File: src/rtl/spiw_pkg.sv
// Shared definitions for the SPI word shifter: sequencer states, word size
// and the positions of the configuration bits that the logic decodes.
package spiw_pkg;

    localparam int unsigned WORD_W   = 32;
    localparam int unsigned MIN_BITS = 4;
    localparam int unsigned NUM_CS   = 4;
    localparam int unsigned SEL_W    = $clog2(NUM_CS);

    // fmt_cfg bit positions
    localparam int unsigned F_LEN_LSB = 0;
    localparam int unsigned F_LOOP    = 8;
    localparam int unsigned F_INFIRST = 9;

    // pin_cfg bit positions
    localparam int unsigned P_SEL_LSB = 2;
    localparam int unsigned P_POL_LSB = 4;
    localparam int unsigned P_HOLD    = 8;
    localparam int unsigned P_IDLEHI  = 10;
    localparam int unsigned P_FORCE   = 11;

    typedef enum logic [1:0] {
        ST_IDLE  = 2'd0,
        ST_SHIFT = 2'd1,
        ST_WEND  = 2'd2,
        ST_TAIL  = 2'd3
    } spiw_state_e;

endpackage

File: src/rtl/spiw_clkgen.sv
// Half-period timer and SCLK phase register.
// Assumes: the timer is held at zero whenever cnt_run is low, so every
// counted interval starts from a clean zero; edge_en is only raised on tick.
module spiw_clkgen #(
    parameter int DIV_W = 8
) (
    input  logic             clk,
    input  logic             rst_n,
    input  logic [DIV_W-1:0] half_div,
    input  logic             cnt_run,
    input  logic             edge_en,
    input  logic             idle_high,
    output logic             tick,
    output logic             sclk
);
    logic [DIV_W-1:0] cnt_q;
    logic             phase_q;

    assign tick = cnt_run && (cnt_q == half_div);
    assign sclk = phase_q ^ idle_high;

    // Count system cycles within one SCLK half period.
    always_ff @(posedge clk) begin
        if (!rst_n) begin
            cnt_q <= '0;
        end else if (!cnt_run || tick) begin
            cnt_q <= '0;
        end else begin
            cnt_q <= cnt_q + 1'b1;
        end
    end

    // Toggle the clock phase on every requested edge.
    always_ff @(posedge clk) begin
        if (!rst_n) begin
            phase_q <= 1'b0;
        end else if (edge_en) begin
            phase_q <= ~phase_q;
        end
    end

endmodule

File: src/rtl/spiw_shifter.sv
// Transmit and receive shift registers for one word.
// Assumes: load, drive_en and sample_en come from one sequencer; drive_en
// and sample_en never coincide. Transmit data leaves from the MSB end; the
// receive register is cleared on load, so after N samples the word is
// right-justified with zeros above it.
module spiw_shifter #(
    parameter int W = 32
) (
    input  logic         clk,
    input  logic         rst_n,
    input  logic         load,
    input  logic [W-1:0] load_word,
    input  logic         lead_bit,
    input  logic         drive_en,
    input  logic         sample_en,
    input  logic         in_bit,
    output logic         mosi,
    output logic [W-1:0] rx_data
);
    logic [W-1:0] tx_sh_q;
    logic [W-1:0] rx_sh_q;
    logic         mosi_q;

    assign mosi    = mosi_q;
    assign rx_data = rx_sh_q;

    // Load a new word, then shift out on drive edges.
    always_ff @(posedge clk) begin
        if (!rst_n) begin
            tx_sh_q <= '0;
            mosi_q  <= 1'b0;
        end else if (load) begin
            if (lead_bit) begin
                mosi_q  <= load_word[W-1];
                tx_sh_q <= {load_word[W-2:0], 1'b0};
            end else begin
                mosi_q  <= 1'b0;
                tx_sh_q <= load_word;
            end
        end else if (drive_en) begin
            mosi_q  <= tx_sh_q[W-1];
            tx_sh_q <= {tx_sh_q[W-2:0], 1'b0};
        end
    end

    // Clear on load, then shift in on sample edges.
    always_ff @(posedge clk) begin
        if (!rst_n || load) begin
            rx_sh_q <= '0;
        end else if (sample_en) begin
            rx_sh_q <= {rx_sh_q[W-2:0], in_bit};
        end
    end

endmodule

File: src/rtl/spiw_csgen.sv
// Chip-select line decoder.
// Assumes: pol[n] is the active level of line n; a line is active only
// when selected and either forced or inside a session.
module spiw_csgen
    import spiw_pkg::*;
(
    input  logic              clk,
    input  logic              rst_n,
    input  logic [SEL_W-1:0]  sel,
    input  logic [NUM_CS-1:0] pol,
    input  logic              force_on,
    input  logic              session,
    output logic [NUM_CS-1:0] cs_line
);
    // One driver per line: active level when chosen, inverse otherwise.
    for (genvar n = 0; n < NUM_CS; n++) begin : g_line
        always_comb begin
            if ((sel == SEL_W'(n)) && (force_on || session)) begin
                cs_line[n] = pol[n];
            end else begin
                cs_line[n] = ~pol[n];
            end
        end
    end

    AST_CS_AT_MOST_ONE: assert property (@(posedge clk) disable iff (!rst_n)
        $onehot0(~(cs_line ^ pol)));
    AST_CS_FORCED: assert property (@(posedge clk) disable iff (!rst_n)
        force_on |-> (cs_line[sel] == pol[sel]));

endmodule

File: src/rtl/spiw_master.sv
// SPI master word engine: pops a word, frames it with a chip select,
// shifts N bits at the programmed SCLK rate and pushes the received word.
// Assumes: fmt_cfg and pin_cfg are changed only while no session runs;
// queue flags are valid in the cycle they are used.
module spiw_master
    import spiw_pkg::*;
#(
    parameter int DIV_W = 8
) (
    input  logic              clk,
    input  logic              rst_n,
    input  logic [9:0]        fmt_cfg,
    input  logic [11:0]       pin_cfg,
    input  logic [DIV_W-1:0]  half_div,
    input  logic              xfer_en,
    input  logic [WORD_W-1:0] tx_word,
    input  logic              tx_empty,
    output logic              tx_pop,
    output logic [WORD_W-1:0] rx_word,
    output logic              rx_push,
    input  logic              rx_full,
    output logic              sclk,
    output logic              mosi,
    input  logic              miso,
    output logic [NUM_CS-1:0] cs_line,
    output logic [1:0]        err_flags
);
    localparam int EDGE_W = $clog2(2 * WORD_W);
    localparam int NB_W   = EDGE_W;

    spiw_state_e       state_q;
    logic [EDGE_W-1:0] edge_q;
    logic [EDGE_W-1:0] last_edge;
    logic [NB_W-1:0]   nbits_q;
    logic [NB_W-1:0]   nbits_req;
    logic [NB_W:0]     twice_n;
    logic              phase_q;
    logic              tick;
    logic              avail;
    logic              word_end;
    logic              is_last;
    logic              leading;
    logic              shift_tick;
    logic              sample_en;
    logic              drive_en;
    logic              in_bit;
    logic              cfg_unused;

    assign cfg_unused = ^{fmt_cfg[7:5], pin_cfg[9], pin_cfg[1:0]};

    // Requested word length with the lower bound applied.
    assign nbits_req = (fmt_cfg[F_LEN_LSB +: 5] < 5'(MIN_BITS - 1)) ?
                       NB_W'(MIN_BITS) : NB_W'(fmt_cfg[F_LEN_LSB +: 5]) + 1'b1;
    assign twice_n   = {nbits_q, 1'b0};
    assign last_edge = EDGE_W'(twice_n - 1'b1);

    // Queue handshakes and word-boundary strobes.
    assign avail     = xfer_en && !tx_empty;
    assign word_end  = (state_q == ST_WEND);
    assign tx_pop    = avail && ((state_q == ST_IDLE) ||
                                 (word_end && pin_cfg[P_HOLD]));
    assign rx_push   = word_end && !rx_full;
    assign err_flags = {word_end && rx_full, word_end && xfer_en && tx_empty};

    // Edge classification: even edges leave the idle level.
    assign shift_tick = (state_q == ST_SHIFT) && tick;
    assign leading    = ~edge_q[0];
    assign is_last    = (edge_q == last_edge);
    assign sample_en  = shift_tick && (phase_q ? leading : !leading);
    assign drive_en   = shift_tick && (phase_q ? (!leading && !is_last) : leading);
    assign in_bit     = fmt_cfg[F_LOOP] ? mosi : miso;

    // Session sequencer and per-word length/phase capture.
    always_ff @(posedge clk) begin
        if (!rst_n) begin
            state_q <= ST_IDLE;
            edge_q  <= '0;
            nbits_q <= NB_W'(MIN_BITS);
            phase_q <= 1'b0;
        end else begin
            if (tx_pop) begin
                edge_q  <= '0;
                nbits_q <= nbits_req;
                phase_q <= fmt_cfg[F_INFIRST];
            end else if (shift_tick) begin
                edge_q  <= edge_q + 1'b1;
            end
            case (state_q)
                ST_IDLE:  if (tx_pop) state_q <= ST_SHIFT;
                ST_SHIFT: if (tick && is_last) state_q <= ST_WEND;
                ST_WEND:  state_q <= tx_pop ? ST_SHIFT : ST_TAIL;
                ST_TAIL:  if (tick) state_q <= ST_IDLE;
                default:  state_q <= ST_IDLE;
            endcase
        end
    end

    spiw_clkgen #(.DIV_W(DIV_W)) clkgen_i (
        .clk       (clk),
        .rst_n     (rst_n),
        .half_div  (half_div),
        .cnt_run   ((state_q == ST_SHIFT) || (state_q == ST_TAIL)),
        .edge_en   (shift_tick),
        .idle_high (pin_cfg[P_IDLEHI]),
        .tick      (tick),
        .sclk      (sclk)
    );

    spiw_shifter #(.W(WORD_W)) shifter_i (
        .clk       (clk),
        .rst_n     (rst_n),
        .load      (tx_pop),
        .load_word (tx_word),
        .lead_bit  (fmt_cfg[F_INFIRST]),
        .drive_en  (drive_en),
        .sample_en (sample_en),
        .in_bit    (in_bit),
        .mosi      (mosi),
        .rx_data   (rx_word)
    );

    spiw_csgen csgen_i (
        .clk      (clk),
        .rst_n    (rst_n),
        .sel      (pin_cfg[P_SEL_LSB +: SEL_W]),
        .pol      (pin_cfg[P_POL_LSB +: NUM_CS]),
        .force_on (pin_cfg[P_FORCE]),
        .session  (state_q != ST_IDLE),
        .cs_line  (cs_line)
    );

    AST_POP_NONEMPTY: assert property (@(posedge clk) disable iff (!rst_n)
        tx_pop |-> (xfer_en && !tx_empty));
    AST_PUSH_NOT_FULL: assert property (@(posedge clk) disable iff (!rst_n)
        rx_push |-> !rx_full);
    AST_SCLK_IDLE_LEVEL: assert property (@(posedge clk) disable iff (!rst_n)
        (state_q != ST_SHIFT) |-> (sclk == pin_cfg[P_IDLEHI]));
    AST_EDGE_IN_RANGE: assert property (@(posedge clk) disable iff (!rst_n)
        (state_q == ST_SHIFT) |-> (edge_q <= last_edge));
    AST_ERR_ONE_CYCLE: assert property (@(posedge clk) disable iff (!rst_n)
        (err_flags != 2'b00) |=> (err_flags == 2'b00));

endmodule

File: config.mk
export PLATFORM = sky130hd
export DESIGN_NAME = spiw_master
export DESIGN_NICKNAME = d
export VERILOG_FILES = /design/src/rtl/spiw_pkg.sv /design/src/rtl/spiw_clkgen.sv /design/src/rtl/spiw_shifter.sv /design/src/rtl/spiw_csgen.sv /design/src/rtl/spiw_master.sv
export SDC_FILE = /design/constraint.sdc
export NUM_CORES = 1
export LEC_CHECK = 0
export BUFFER_PORTS_ARGS = -buffer_cell sky130_fd_sc_hd__buf_2
export CORE_ASPECT_RATIO = 1.25
export CORE_MARGIN = 4
export CORE_UTILIZATION = 53
export DETAILED_ROUTE_END_ITERATION = 16
export HOLD_SLACK_MARGIN = 0.15
export PLACE_DENSITY_LB_ADDON = 0.15
export SYNTH_ARGS = -nofsm -noshare
export SYNTH_HDL_FRONTEND = slang
export SYNTH_SLANG_ARGS = --single-unit
File: constraint.sdc
create_clock -name clk -period 2.77 [get_ports clk]
set_input_delay 0.1385 -clock clk [delete_from_list [all_inputs] [get_ports clk]]
set_output_delay 0.1385 -clock clk [all_outputs]
set_load 0.005 [all_outputs]
# Word-level counts from Yosys, hierarchy flattened
# Index checks and enable logic that the tools add are counted.
[totals]
register_bits = 88
latchBits = 0
ram_bits = 0
rom_bits = 0
input_bits = 68
wordCells = 86
memories = 0
[op_classes]
add_sub_neg = 4
mul = 0
div = 0
magnitude_cmp = 1
n_eq_ne = 11
n_shift = 0
muxes = 19
bitwise_logic = 8
n_reduce_logical = 34
[op_table]
columns = ["op", "n"]
rows = [
  ["$mux 32", 3],
  ["$logic_and 1x1->1", 17],
  ["$mux 1", 10],
  ["$add 8x1->8 const B", 1],
  ["$eq 2x2->1 const B", 4],
  ["$eq 8x8->1", 1],
  ["$mux 2", 4],
  ["$pmux 2 s4", 1],
  ["$not 1->1", 7],
  ["$add 6x1->6 const B", 1],
  ["$eq 6x6->1", 1],
  ["$sub 6x1->6 const B", 1],
  ["$add 5x1->5 const B", 1],
  ["$logic_not 1->1", 5],
  ["$logic_or 1x1->1", 5],
  ["$lt 5x2->1 const B", 1],
  ["$mux 5", 1],
  ["$eq 2x1->1 const B", 2],
  ["$logic_not 2->1", 2],
  ["$ne 2x1->1 const B", 2],
  ["$reduce_bool 2->1", 2],
  ["$reduce_or 2->1", 2],
  ["$reduce_and 3->1", 1],
  ["$ne 2x2->1 const B", 1],
  ["$xor 1x1->1", 1],
]

# Depth between registers and ports, before layout
# Gate-level depths: netlist of the first run.
[logic_depth]
ltp_word = 8
mapped_depth = 9
depth_no_buf = 7

# Modules after synthesis
# A second synthesis of the first run with hierarchy kept.
[unflattened]
hier_cells = 415
hier_area_um2 = 4416.7
[by_module_without_submodules]
columns = ["module", "instances", "cells_each", "area_per_inst_um2", "seq_area_each_um2"]
rows = [
  ["spiw_shifter", 1, 252, 2940.3, 1301.2],
  ["spiw_master", 1, 104, 883.3, 280.3],
  ["spiw_clkgen", 1, 49, 514.2, 180.2],
  ["spiw_csgen", 1, 10, 78.8, 0.0],
]

# Worst setup path before layout of the first run
# No wires, ideal clock.
[synth_timing]
path_kind = "flip-flop to flip-flop"
from = "register nbits_q[0]"
to = "register shifter_i.mosi_q, in the netlist shifter_i.mosi"
setup_time_ns = 0.072
t_arrival_ns = 2.009
required_ns = 2.698
path_slack_ns = 0.689
path_stages_with_launch = 10
path_cell_list = "dfxtp_1 inv_1 ha_1 o21ba_2 a221o_1 a211oi_2 o31a_1 buf_6 buf_12 mux2i_1"
[synth_via]
elab_chain_len = 7
[synth_lines]
columns = ["element", "line_no", "source"]
rows = [
  ["from (decl)", "spiw_master.sv:34", "logic [NB_W-1:0] nbits_q;"],
  ["from (signal assigned)", "spiw_master.sv:78", "nbits_q <= NB_W'(MIN_BITS);"],
  ["from (signal assigned)", "spiw_master.sv:83", "nbits_q <= nbits_req;"],
  ["$sub 6x1->6", "spiw_master.sv:55", "assign last_edge = EDGE_W'(twice_n - 1'b1);"],
  ["$eq 6x6->1", "spiw_master.sv:68", "assign is_last = (edge_q == last_edge);"],
  ["$logic_not 1->1", "spiw_master.sv:70", "assign drive_en = shift_tick && (phase_q ? (!leading && !is_last) : leading);"],
  ["$logic_and 1x1->1", "spiw_master.sv:70", ""],
  ["$mux 1", "spiw_master.sv:70", ""],
  ["$logic_and 1x1->1", "spiw_master.sv:70", ""],
  ["$reduce_bool 2->1 (no source line)", "-", ""],
  ["to (signal assigned)", "spiw_shifter.sv:34", "mosi_q <= load_word[W-1];"],
  ["to (signal assigned)", "spiw_shifter.sv:41", "mosi_q <= tx_sh_q[W-1];"],
  ["to (decl)", "spiw_shifter.sv:22", "logic mosi_q;"],
]
# No other way between the ends.
# A chain may end at the register's enable or synchronous reset.

# Worst setup path in the final report of the first run
[layout_timing]
from = "register nbits_q[0]"
to = "register shifter_i.tx_sh_q[0]"
[layout_via]
elab_chain_len = 7
[layout_lines]
columns = ["element", "line_no", "source"]
rows = [
  ["$sub 6x1->6", "spiw_master.sv:55", ""],
  ["$eq 6x6->1", "spiw_master.sv:68", ""],
  ["$logic_not 1->1", "spiw_master.sv:70", ""],
  ["$logic_and 1x1->1", "spiw_master.sv:70", ""],
  ["$mux 1", "spiw_master.sv:70", ""],
  ["$logic_and 1x1->1", "spiw_master.sv:70", ""],
  ["$reduce_bool 2->1 (no source line)", "-", ""],
  ["to (signal assigned)", "spiw_shifter.sv:35", "tx_sh_q <= {load_word[W-2:0], 1'b0};"],
  ["to (signal assigned)", "spiw_shifter.sv:38", "tx_sh_q <= load_word;"],
  ["to (signal assigned)", "spiw_shifter.sv:42", "tx_sh_q <= {tx_sh_q[W-2:0], 1'b0};"],
  ["to (decl)", "spiw_shifter.sv:20", "logic [W-1:0] tx_sh_q;"],
]
# No other way between the ends.

==> run_results.csv, run 1 <==
group,metric,value,unit
sta,max_clock_freq,400.0,MHz
logic_synthesis,synth.ff_latch_count,88,
global_routing,use_met1,0.2278,
critical_path,crit_type,"flip-flop to flip-flop",
global_routing,grt_overflow_total,0,
layout,commonest_non_fill_non_tap_cell_in_the_layout,"sky130_fd_sc_hd__nand2_1",
global_routing,antenna_found_initial,0,
placement,io_buffers,103,
sta,maxSlewHeadroom,0.3974,
global_routing,global_route.peak_usage_layer,"met2",
clock_tree,cts-root-to-sink-buffers,2,
layout,non_filler_instances,709,
sta,worst_hold_slack,0.1788,ns
routing,via_per_inst,5.362,
layout,nNetsFinal,679,
critical_path,timing.critical_path.slowest_stage_cell,"sky130_fd_sc_hd__dlygate4sd3_1",
pwr,power_density,489.4,mW/mm^2
sta,worst_pin_slew,0.9039,ns
logic_synthesis,yosysWarningCount,0,
clock_tree,htreeDepth,3,
sta,setup_tns,0,ns
layout,register_area,0.001762,sq mm
layout,antenna_cells_inserted,0,
routing,routed_wire_length_per_instance,13.25,um
placement,placedCellCount,686,
logic_synthesis,synthCells,515,
critical_path,critical_path.n_buffers_inverters,2,
layout,most-common-layout-cells,"sky130_fd_sc_hd__nand2_1 (139), sky130_fd_sc_hd__buf_2 (103), sky130_fd_sc_hd__dfxtp_1 (88)",
floorplan,core_area,0.008194,sq mm
critical_path,slowest_delay,0.55,ns
clock_tree,cts_made_buffers,9,
routing,drcViolationCount,0,
critical_path,worst-path-max-fanout,4,
run,max_cap_viol_count,0,
sta,timing.final.crit_share,0.9024,
min_path,hold_path_class,"input port to flip-flop",
global_routing,grt_pass1_wl,16050,um
sta,final.min_clock_period,2.500,ns
logic_synthesis,yosys.cell_types.count,50,
critical_path,worst-endpoint-required,3.08,ns
placement,routabilityCongestion,0.7404,
floorplan,io_pins,110,
sta,slew_viol_final,0,
layout,total_area_of_multi_input_combinational_cells,0.002441,sq mm
sta,report.final.hold_viol_count,0,
critical_path,critical-path-top-delay-family,"compound AO/OA/AOI/OAI gates",
global_routing,maximum_number_of_pins_on_one_net_before_global_route_repair,68,
clock_tree,post_cts_resized,0,
logic_synthesis,synth-seq-area-share,0.3976,
critical_path,worst_setup_path_end_kind,"flip-flop",
floorplan,start_util,0.5407,
clock_tree,post_cts_setup_repair_bufs,0,
global_routing,global_route.usage.met2,0.3527,
critical_path,arrival,2.81,ns
clock_tree,clk_pin_slew,0.09,ns
layout,postLayoutCoreUtil,0.6381,
logic_synthesis,mean_post_synth_cell_area,8.603,sq um
floorplan,die_height,110.2,um
critical_path,worstPathCellList,"inv_1 -> ha_1 -> o21ba_2 -> a221o_1 -> a211oi_2 -> o311ai_0 -> a21oi_1 -> dlygate4sd3_1",
global_routing,globalRouteTotalUtil,0.1966,
sta,rsz0062_at_grt,"no",
clock_tree,cts_hold_repair.buffers,7,
sta,timing.final.setup_violations,0,
floorplan,die_area,0.009895,sq mm
critical_path,rrSetupSlack,0.27,ns
routing,route.vias.total,3802,
global_routing,global_route.usage.met3,0.03870,
routing,dr.first_iter.drc_count,124,
logic_synthesis,synth-edff-count,0,
clock_tree,clock_tree_from_tritoncts,"done",
routing,drt_pass1_iterations,4,
status,outcome,"finished, final reports clean",
routing,route.antenna.remaining_nets,0,
routing,drt-total-wl,9397,um
clock_tree,clock_sinks,88,
pwr,p_leak,2.333,nW
logic_synthesis,synth_ff_type,"sky130_fd_sc_hd__dfxtp_1",
global_routing,grt_pass1_vias,3591,
pwr,total_power,0.002559,W
layout,fillerInstances,745,
floorplan,die_w,89.78,um
layout,area_growth_syn_to_layout,18.02,%
clock_tree,worstSkewPairLatency,0.36,ns
logic_synthesis,synth_nets,587,
floorplan,fp-row-count,37,
critical_path,cp-start-kind,"flip-flop",
sta,clock_skew,0.005772,ns
layout,drive_gt1_frac,0.2239,
placement,detailed_place_hpwl,6719,um
pwr,max-vdd-ir-drop,0.2796,mV
logic_synthesis,syn_area,0.004430,sq mm
clock_tree,root_buffer,"sky130_fd_sc_hd__clkbuf_8",
logic_synthesis,synth-async-reset-ratio,0,
-- tightest hold or removal path, delay by kind of cell --
| kind | cells | cell delay, ns |
|---|---|---|
| compound gates | 1 | 0.14 |
| simple gates | 1 | 0.11 |
| buf+inv | 1 | 0.12 |
-- Yosys cell counts, types with 4 or more instances --
| library cell | n | share of area |
|---|---|---|
| sky130_fd_sc_hd__clkbuf_1 | 26 | 0.022 |
| sky130_fd_sc_hd__a21oi_1 | 37 | 0.042 |
| sky130_fd_sc_hd__xor2_1 | 24 | 0.047 |
| sky130_fd_sc_hd__nand3_1 | 13 | 0.015 |
| sky130_fd_sc_hd__ha_1 | 4 | 0.011 |
| sky130_fd_sc_hd__mux2i_1 | 65 | 0.15 |
| sky130_fd_sc_hd__nor2_1 | 19 | 0.016 |
| sky130_fd_sc_hd__o211ai_1 | 31 | 0.053 |
| sky130_fd_sc_hd__nand2_1 | 139 | 0.12 |
| sky130_fd_sc_hd__inv_1 | 5 | 0.0042 |
| sky130_fd_sc_hd__dfxtp_1 | 88 | 0.40 |
| sky130_fd_sc_hd__xnor2_1 | 8 | 0.016 |
-- flip-flops by register name, indices dropped and copies added (netlist names) --
name and cells:
shifter_i.rx_data 32, shifter_i.tx_sh_q 32, clkgen_i.cnt_q 8, edge_q 6, nbits_q 5, state_q 2
clkgen_i.phase_q 1, phase_q 1, shifter_i.mosi 1
-- metal layers --
layer / vias up / wire length, um
met1: 1743 / 4082
met3: 15 / 478
met2: 95 / 4633
met4: 0 / 203
li1: 1949 / -
met5: - / 0
-- kinds of logic after synthesis --
| logic type | count (synthesis) | synth area share |
|---|---|---|
| DFF | 88 | 0.3976 |
| and+or+nand+nor | 198 | 0.2019 |
| buffers and inverters | 42 | 0.05168 |
| adders and majority gates | 4 | 0.01130 |
| AOI/OAI and AO/OA | 85 | 0.1248 |
| muxes | 66 | 0.1494 |
| xor gates and xnor gates | 32 | 0.06326 |
-- final cells by class --
cell class,instances,area share
clock buffers,9,0.02369
well taps,97,0.02321
inverters,6,0.004307
repair buffers,117,0.1268
clock inverters,7,0.01819
flip-flops and latches,88,0.3369
multi-input cells,385,0.4669
-- power breakdown --
part,internal [W],switching [W]
Sequential,0.00129,0.0000170
Clock,0.000509,0.000457
Combinational,0.000135,0.000155
Total,0.00193,0.000629
-- final timing paths --
check,start,endpoint,cells past startpoint
min reg2reg,shifter_i.rx_data[31],shifter_i.rx_data[31],2
max reg2reg,nbits_q[0],shifter_i.tx_sh_q[0],8
min,tx_empty,state_q[0],3
max,nbits_q[0],shifter_i.tx_sh_q[0],8
-- per-stage QoR --
stage,worst slack [ns],instance area [sq um]
after global routing,0.07332,5229
after detailed placement,0.4300,4940
after global placement,0.5504,4940
after CTS,0.2574,5229
after floorplan,0.6890,4431
final,0.2703,5229
(Power assumes the default switching activity.)
==> inputs of run 2 (changes only) <==
CORE_UTILIZATION = 58   (was 53)
SETUP_SLACK_MARGIN = 0.2   (was unset)
clock period = 3 ns   (was 2.77 ns; I/O delays follow)
==> run_results.csv, run 2 (synthesis gave the netlist of run 1 again) <==
group,metric,value,unit
routing,dr.first_iter.drc_count,114,
placement,detailed_place_hpwl,6803,um
global_routing,grt_pass1_wl,15470,um
global_routing,grt_pass1_vias,3569,
sta,report.final.hold_viol_count,0,
critical_path,r2r-start,"nbits_q[0]",
placement,dpl-instance-area,0.004926,sq mm
critical_path,crit_type,"flip-flop to flip-flop",
critical_path,worst-path-max-fanout,32,
sta,maxSlewHeadroom,0.3809,
critical_path,critical-path-top-delay-family,"compound AO/OA/AOI/OAI gates",
clock_tree,root_buffer,"sky130_fd_sc_hd__clkbuf_8",
critical_path,slowest_delay,0.39,ns
routing,met3_wirelength,528,um
layout,most-common-layout-cells,"sky130_fd_sc_hd__nand2_1 (139), sky130_fd_sc_hd__buf_2 (103), sky130_fd_sc_hd__dfxtp_1 (88)",
clock_tree,clk_pin_slew,0.09,ns
critical_path,critPathCapture,"shifter_i.tx_sh_q[1]",
sta,final.min_clock_period,2.363,ns
floorplan,core_area,0.007401,sq mm
clock_tree,post_cts_setup_repair_bufs,0,
layout,final_area,0.005137,sq mm
critical_path,cp-start-kind,"flip-flop",
floorplan,start_util,0.5986,
global_routing,maximum_number_of_pins_on_one_net_before_global_route_repair,65,
clock_tree,post_cts_resized,0,
floorplan,die_w,86.18,um
run,max_cap_viol_count,0,
routing,routed_wire_length_per_instance,13.29,um
floorplan,fp-row-count,35,
sta,timing.final.setup_violations,0,
sta,rsz0062_at_grt,"no",
critical_path,worst_r2r_endpoint,"shifter_i.tx_sh_q[1]",
routing,drt_pass1_iterations,6,
pwr,max-vdd-ir-drop,0.3086,mV
sta,timing.final.crit_share,0.7876,
pwr,power_density,425.5,mW/mm^2
clock_tree,clock_tree_from_tritoncts,"done",
sta,worst_pin_slew,0.9287,ns
critical_path,worst_setup_path_end_kind,"flip-flop",
clock_tree,cts-root-to-sink-buffers,2,
routing,route.layer.met1.wl,3975,um
sta,worst_hold_slack,0.1899,ns
routing,drcViolationCount,0,
critical_path,path_depth,8,
critical_path,critical_path.n_buffers_inverters,2,
layout,drive_gt1_frac,0.2220,
sta,slew_viol_final,0,
clock_tree,htreeDepth,3,
pwr,total_power,0.002186,W
critical_path,arrival,2.63,ns
critical_path,timing.critical_path.slowest_stage_cell,"sky130_fd_sc_hd__dfxtp_1",
placement,routabilityCongestion,0.8091,
status,outcome,"finished, final reports clean",
global_routing,antenna_found_initial,0,
sta,max_clock_freq,423.2,MHz
global_routing,grt_overflow_total,0,
global_routing,globalRouteTotalUtil,0.2062,
layout,commonest_non_fill_non_tap_cell_in_the_layout,"sky130_fd_sc_hd__nand2_1",
placement,io_buffers,103,
clock_tree,cts_made_buffers,9,
clock_tree,clock_sinks,88,
clock_tree,worstSkewPairLatency,0.35,ns
critical_path,timing.reg2reg.worst_path_depth,8,
routing,top_layer,"met4",
critical_path,worstPathCellList,"inv_1 -> ha_1 -> o21ba_2 -> a221o_1 -> a211oi_2 -> o31a_2 -> buf_12 -> mux2i_1",
routing,detailroute.wirelength.met2,4628,um
sta,clock_skew,0.01531,ns
critical_path,worst-endpoint-required,3.27,ns
layout,nNetsFinal,675,
routing,route.antenna.remaining_nets,0,
critical_path,crit_path_start,"nbits_q[0]",
sta,setup_tns,0,ns
min_path,hold_path_class,"input port to flip-flop",
layout,area_growth_syn_to_layout,15.96,%
clock_tree,cts_hold_repair.buffers,4,
routing,route.vias.total,3832,
routing,via_per_inst,5.474,
floorplan,die_height,105.7,um
layout,fillerInstances,628,
routing,drt-total-wl,9301,um
floorplan,die_area,0.009110,sq mm
pwr,p_leak,2.287,nW
layout,postLayoutCoreUtil,0.6942,
critical_path,rrSetupSlack,0.64,ns
floorplan,io_pins,110,
layout,antenna_cells_inserted,0,
==> run 2: worst min-delay path by stage <==
| stage | from | end | slack (ns) | cells past startpoint |
|---|---|---|---|---|
| 6_report | fmt_cfg[2] | nbits_q[2] | 0.19 | 3 |
| 5_1_grt | fmt_cfg[2] | nbits_q[2] | 0.20 | 3 |
| 2_1_floorplan | fmt_cfg[0] | nbits_q[0] | 0.24 | 1 |
| 3_5_place_dp | fmt_cfg[0] | nbits_q[0] | 0.42 | 2 |
| 4_1_cts | tx_word[31] | shifter_i.mosi | 0.17 | 5 |
| 3_3_place_gp | fmt_cfg[0] | nbits_q[0] | 0.40 | 2 |
==> run 2: per-layer routing <==
layer / track usage / vias to the layer above
met5: 0 / -
met2: 0.3622 / 94
met1: 0.2443 / 1774
met3: 0.03909 / 15
met4: 0.08018 / 0
li1: - / 1949
==> run 2: per-stage QoR <==
| stage | setup slack, ns | std cells |
|---|---|---|
| 3_5_place_dp | 0.6608 | 680 |
| 3_3_place_gp | 0.7891 | 680 |
| 2_1_floorplan | 0.9190 | 515 |
| 5_1_grt | 0.4509 | 700 |
| 6_report | 0.6372 | 700 |
| 4_1_cts | 0.6301 | 700 |
==> run 2: power by group <==
part | internal, W | switching, W | total (W)
combinational | 0.000122 | 0.000145 | 0.000267
sequential | 0.00119 | 0.0000157 | 0.00120
clock | 0.000304 | 0.000412 | 0.000716
==> run 2: area by class of cell <==
type | count | area, sq um | share of cell area
clock buffers | 10 | 127.6 | 0.02484
inverters | 6 | 22.52 | 0.004384
flip-flops and latches | 88 | 1762 | 0.3429
well taps | 92 | 115.1 | 0.02241
multi-input cells | 385 | 2441 | 0.4752
repair buffers | 113 | 625.6 | 0.1218
clock inverters | 6 | 43.79 | 0.008524
==> run 2: tightest hold or removal path: cells and delay by family <==
kind | cells | cell delay, ns
AO/OA/AOI/OAI | 1 | 0.14
buffers and inverters | 1 | 0.12
XOR/XNOR | 1 | 0.07
